### config.mk
export PLATFORM = sky130hd
export DESIGN_NAME = ufrac_tick_gen
export DESIGN_NICKNAME = d
export VERILOG_FILES = /design/src/rtl/ufrac_pkg.sv /design/src/rtl/ufrac_cfg_hold.sv /design/src/rtl/ufrac_divider.sv /design/src/rtl/ufrac_tick_gen.sv
export SDC_FILE = /design/constraint.sdc
export NUM_CORES = 1
export LEC_CHECK = 0
export BUFFER_PORTS_ARGS = -buffer_cell sky130_fd_sc_hd__buf_2
export CAP_MARGIN = 30
export CELL_PAD_IN_SITES_DETAIL_PLACEMENT = 1
export CELL_PAD_IN_SITES_GLOBAL_PLACEMENT = 1
export CORE_ASPECT_RATIO = 1.2
export CORE_UTILIZATION = 30
export DETAILED_ROUTE_END_ITERATION = 12
export MAX_ROUTING_LAYER = met4
export PLACE_DENSITY_LB_ADDON = 0.1
export SETUP_SLACK_MARGIN = 0.1
export SLEW_MARGIN = 10
export SYNTH_ARGS = -nofsm -noshare
export SYNTH_HDL_FRONTEND = slang
export SYNTH_HIERARCHICAL = 1
export SYNTH_SLANG_ARGS = --single-unit
### constraint.sdc
create_clock -name clk -period 3.7 [get_ports clk]
set_clock_uncertainty 0.15 [all_clocks]
set_input_delay 0 -clock clk [delete_from_list [all_inputs] [get_ports clk]]
set_output_delay 0 -clock clk [all_outputs]
set_load 0.1 [all_outputs]
### src/rtl/ufrac_pkg.sv
package ufrac_pkg;

    localparam int LINE_W       = 7;
    localparam int LC_STOP_BIT  = 2;
    localparam int LC_PSEL_LO   = 3;
    localparam int LC_PSEL_HI   = 4;
    localparam int LC_PAR_ON    = 5;
    localparam int LC_IR_BIT    = 6;

    typedef enum logic [2:0] {
        PAR_NONE  = 3'd0,
        PAR_ODD   = 3'd1,
        PAR_EVEN  = 3'd2,
        PAR_ONE   = 3'd3,
        PAR_ZERO  = 3'd4
    } parity_e;

    typedef struct packed {
        logic [3:0] data_bits;
        logic       two_stop;
        parity_e    parity;
        logic       infrared;
    } frame_t;

    function automatic parity_e pick_parity(input logic on, input logic [1:0] sel);
        parity_e p;
        if (!on) begin
            p = PAR_NONE;
        end else begin
            case (sel)
                2'b00:   p = PAR_ODD;
                2'b01:   p = PAR_EVEN;
                2'b10:   p = PAR_ONE;
                default: p = PAR_ZERO;
            endcase
        end
        return p;
    endfunction

    function automatic frame_t decode_line(input logic [LINE_W-1:0] lc);
        frame_t f;
        f.data_bits = 4'd5 + {2'b00, lc[1:0]};
        f.two_stop  = lc[LC_STOP_BIT];
        f.parity    = pick_parity(lc[LC_PAR_ON], lc[LC_PSEL_HI:LC_PSEL_LO]);
        f.infrared  = lc[LC_IR_BIT];
        return f;
    endfunction

endpackage

### src/rtl/ufrac_cfg_hold.sv
module ufrac_cfg_hold
    import ufrac_pkg::*;
#(
    parameter int DIV_W  = 16,
    parameter int FRAC_W = 3
) (
    input  logic              clk,
    input  logic              rst,
    input  logic              cfg_wr,
    input  logic [DIV_W-1:0]  divisor,
    input  logic [FRAC_W-1:0] fraction,
    input  logic [LINE_W-1:0] line_ctrl,
    output logic [DIV_W-1:0]  div_q,
    output logic [FRAC_W-1:0] frac_q,
    output frame_t            frame_q
);

    always_ff @(posedge clk) begin
        if (rst) begin
            div_q   <= '0;
            frac_q  <= '0;
            frame_q <= decode_line('0);
        end else if (cfg_wr) begin
            div_q   <= divisor;
            frac_q  <= fraction;
            frame_q <= decode_line(line_ctrl);
        end
    end


    held_stable_chk: assert property (@(posedge clk) disable iff (rst)
        !cfg_wr |=> ($stable(div_q) && $stable(frac_q) && $stable(frame_q)));


    width_range_chk: assert property (@(posedge clk) disable iff (rst)
        (frame_q.data_bits >= 4'd5) && (frame_q.data_bits <= 4'd8));

endmodule

### src/rtl/ufrac_divider.sv
module ufrac_divider #(
    parameter int DIV_W    = 16,
    parameter int FRAC_W   = 3,
    parameter int SUBTICKS = 16
) (
    input  logic              clk,
    input  logic              rst,
    input  logic              clk_en,
    input  logic              restart,
    input  logic [DIV_W-1:0]  div,
    input  logic [FRAC_W-1:0] frac,
    output logic              os_tick,
    output logic              bit_tick
);

    localparam int SUB_W = $clog2(SUBTICKS);
    localparam int CNT_W = DIV_W + 1;
    localparam logic [SUB_W-1:0] SUB_LAST = SUB_W'(SUBTICKS - 1);

    logic [CNT_W-1:0] cyc_q;
    logic [CNT_W-1:0] cyc_end;
    logic [SUB_W-1:0] sub_q;
    logic             stretch;
    logic             active;
    logic             wrap;

    // sub-periods with index below the fraction run one cycle longer
    assign stretch = (sub_q < SUB_W'(frac));
    assign cyc_end = {1'b0, div} + CNT_W'(stretch);
    assign active  = clk_en && (div != '0);
    assign wrap    = active && (cyc_q == cyc_end);

    always_ff @(posedge clk) begin
        if (rst || restart) begin
            cyc_q    <= '0;
            sub_q    <= '0;
            os_tick  <= 1'b0;
            bit_tick <= 1'b0;
        end else begin
            os_tick  <= wrap;
            bit_tick <= wrap && (sub_q == SUB_LAST);
            if (active) begin
                if (wrap) begin
                    cyc_q <= '0;
                    sub_q <= (sub_q == SUB_LAST) ? '0 : sub_q + 1'b1;
                end else begin
                    cyc_q <= cyc_q + 1'b1;
                end
            end
        end
    end


    gated_edge_chk: assert property (@(posedge clk) disable iff (rst)
        !clk_en |=> !os_tick);


    idle_div_chk: assert property (@(posedge clk) disable iff (rst)
        (div == '0) |=> (!os_tick && !bit_tick));


    restart_quiet_chk: assert property (@(posedge clk) disable iff (rst)
        restart |=> !os_tick);


    bit_in_os_chk: assert property (@(posedge clk) disable iff (rst)
        bit_tick |-> os_tick);


    count_bound_chk: assert property (@(posedge clk) disable iff (rst)
        cyc_q <= ({1'b0, div} + CNT_W'(1)));

endmodule

### src/rtl/ufrac_tick_gen.sv
module ufrac_tick_gen
    import ufrac_pkg::*;
#(
    parameter int DIV_W    = 16,
    parameter int FRAC_W   = 3,
    parameter int SUBTICKS = 16
) (
    input  logic              clk,
    input  logic              rst,
    input  logic              clk_en,
    input  logic              cfg_wr,
    input  logic [DIV_W-1:0]  divisor,
    input  logic [FRAC_W-1:0] fraction,
    input  logic [LINE_W-1:0] line_ctrl,
    output logic              os_tick,
    output logic              bit_tick,
    output logic [3:0]        data_bits,
    output logic              two_stop,
    output logic [2:0]        parity,
    output logic              infrared
);

    logic [DIV_W-1:0]  div_q;
    logic [FRAC_W-1:0] frac_q;
    frame_t            frame_q;

    ufrac_cfg_hold #(
        .DIV_W  (DIV_W),
        .FRAC_W (FRAC_W)
    ) u_hold (
        .clk       (clk),
        .rst       (rst),
        .cfg_wr    (cfg_wr),
        .divisor   (divisor),
        .fraction  (fraction),
        .line_ctrl (line_ctrl),
        .div_q     (div_q),
        .frac_q    (frac_q),
        .frame_q   (frame_q)
    );

    ufrac_divider #(
        .DIV_W    (DIV_W),
        .FRAC_W   (FRAC_W),
        .SUBTICKS (SUBTICKS)
    ) u_div (
        .clk      (clk),
        .rst      (rst),
        .clk_en   (clk_en),
        .restart  (cfg_wr),
        .div      (div_q),
        .frac     (frac_q),
        .os_tick  (os_tick),
        .bit_tick (bit_tick)
    );

    assign data_bits = frame_q.data_bits;
    assign two_stop  = frame_q.two_stop;
    assign parity    = frame_q.parity;
    assign infrared  = frame_q.infrared;

endmodule

==> out/qor.csv <==
metric;value;unit
unrepaired setup endpoints after global routing;false;
Setup crit end kind;flop;
critical path required time;3.75;ns
Peak VDD IR;0.1700;mV
Rel. slew slack;0.4162;
type of the worst min-delay path;in2reg;
critical path class;reg2reg;
DRC;0;
total power;1.120;mW
RePlAce Congestion;0.7866;
R2R setup slack;0.32;ns
Cell Rows;38;
Clock Sinks;51;
Reg area;1021;um2
die width;91.80;um
layout cell share with drive strength beyond 1;0.2042;
Seq/Total Area, Yosys;0.3517;
Routed wire per std cell;15.63;um
Routed WL;7.848;mm
HPWL after detailed placement;5.475;mm
status;finished, violations left;
vias in the first global route;2616;
# setup viols final;0;
DRT antenna net count;0;
CP Launch Type;flop;
Setup WS pre-CTS;0.08047;ns
CP Max Fanout;6;
Post-DP Area;3124;um2
crit path to;u_div/sub_q[3];
Syn Inst Count;319;
Nets;420;
CTS root buf;clkbuf_8;
TritonRoute pass-1 iters;4;
die area;10080;um2
violated checks;negative hold slack;
Iter 0 DRT Violations;69;
FF-to-FF Start;u_hold/frac_q[1];
CTS tree;done;
period utilization;0.9123;
Synthesized Nets;358;
count of final hold-check violations;5;
CTS buffer count;5;
Synth Flop Type;dfxtp_1;
pwr dens;313.8;nW/um2
Synth Warn #;6;
hold depth;2;
syn avg cell area;9.100;um2
Final WS setup;0.3244;ns
Slew @ Worst Pin;0.8757;ns
GR Overflow Total;0;
DR vias;2571;
placed cells;463;
clock latency on the worst-skew pair;0.31;ns
Worst Setup SP;u_hold/frac_q[1];
max_cap viols;0;
Critical Path AT;3.42;ns
wire length of the first global-routing pass;13.10;mm
Filler cells;1109;
H-Tree Depth;2;
All-Layer GR Usage;0.1711;
Longest Clk Path Bufs;2;
Unique masters post-synth;61;
initial antenna violation count;0;
post-route setup TNS;0;ns
ant diodes;0;
most common cell after layout, fill and taps aside;dfxtp_1;
#FFs+latches synth;51;
initial core utilization;0.3147;
Core ar.;9224;um2
Die Ht;109.8;um
EDFF count, synth;0;
Area growth syn-to-layout;22.93;%
Async S/R FF share, synth;0;
Clk pin slew, worst setup/hold paths;0.09;ns
Max Clk Rate;296.2;MHz
final instance area;3568;um2
Period minus WS final;3.376;ns
largest net degree at the start of global routing;35;
most frequent cells in the layout;dfxtp_1 (51), nor2_1 (41), buf_2 (40);
fin cells;502;
via-per-instance ratio;5.122;
# port buffers;40;
Ports;41;
worst-case reg-to-reg path depth;13;
Synth Cell Area;2903;um2
Final Slew Violations;0;
Layout Utilization;0.3869;
Worst R2R End;u_div/sub_q[3];
WHS;-0.003956;ns
Leakage;1.427;nW
multi-input logic area;1765;um2
Yosys cell counts (all sizes together) (5+ instances only):
library cell / count / area share
dfxtp: 51 / 0.35
nor2: 46 / 0.064
mux2i: 25 / 0.086
a21oi: 16 / 0.029
nand3: 16 / 0.031
xor2: 16 / 0.051
buf: 15 / 0.045
xnor2: 14 / 0.042
nand2: 13 / 0.017
nand4: 11 / 0.024
ha: 9 / 0.039
nor4: 9 / 0.024
inv: 8 / 0.010
nand2b: 8 / 0.017
nor3: 6 / 0.012
o21ai: 6 / 0.010
a21o: 5 / 0.016
and3: 5 / 0.011
registers in the layout, summed over array words and instances (netlist names):
signal,cells
u_div/cyc_q,17
u_hold/div_q,16
u_hold/frame_q,9
u_div/sub_q,4
u_hold/frac_q,3
u_div/bit_tick,1
u_div/os_tick,1
what timing repair did:
action	4_1_cts	5_1_grt
gates cloned	0	0
hold buffers	28	0
endpoints found under the hold margin	29	0
setup endpoints to repair	1	20
resized for setup	5	4
buffers inserted	0	3
pin swaps	1	3
kinds of logic (layout without fill, tap and decap cells):
group | after synthesis | in the layout | share of synthesized area
AOI/OAI and AO/OA | 48 | 48 | 0.1233
adders and majority gates | 9 | 9 | 0.03879
muxes | 26 | 26 | 0.09138
DFF | 51 | 51 | 0.3517
and+or+nand+nor | 129 | 129 | 0.2418
xor gates and xnor gates | 30 | 30 | 0.09311
buffers and inverters | 26 | 89 | 0.05991
per-layer routing:
layer,GRT usage,up-vias,part of all wire
met2,0.2943,57,0.49
met1,0.2002,1240,0.46
met4,0.06585,0,0.021
li1,-,1264,-
met3,0.02974,10,0.030
met5,-,-,0
where the power goes:
| part | internal (mW) | total (mW) | switching (mW) |
|---|---|---|---|
| registers | 0.567 | 0.597 | 0.0302 |
| clock network | 0.130 | 0.325 | 0.195 |
| logic | 0.0867 | 0.198 | 0.111 |
| total | 0.783 | 1.12 | 0.336 |
worst max-delay path, stage by stage, from the launching register on:
cell      delay, ns
dfxtp_1        0.35
inv_1          0.05
ha_1           0.28
a21o_1         0.15
a211oi_1       0.25
ha_2           0.27
nand4_1        0.10
buf_4          0.20
nor4_4         0.23
xnor2_1        0.16
o21ai_1        0.13
or4_4          0.54
o41ai_2        0.30
a21oi_1        0.10
worst min-delay path by stage:
stage	startpoint	to
floorplan	divisor[3]	u_hold/div_q[3]
finish	rst	u_hold/div_q[3]
global route	rst	u_hold/div_q[2]
global placement	divisor[3]	u_hold/div_q[3]
detailed placement	divisor[4]	u_hold/div_q[4]
CTS	rst	u_hold/div_q[4]
cell type report:
cell class,count,area share
inverter,8,0.008415
clock buffer,5,0.01928
multi-input combinational,242,0.4947
timing repair buffer,73,0.1452
clock inverter,3,0.004208
sequential,51,0.2861
tap,120,0.04208
No activity file was read; power rests on OpenSTA's default activity.
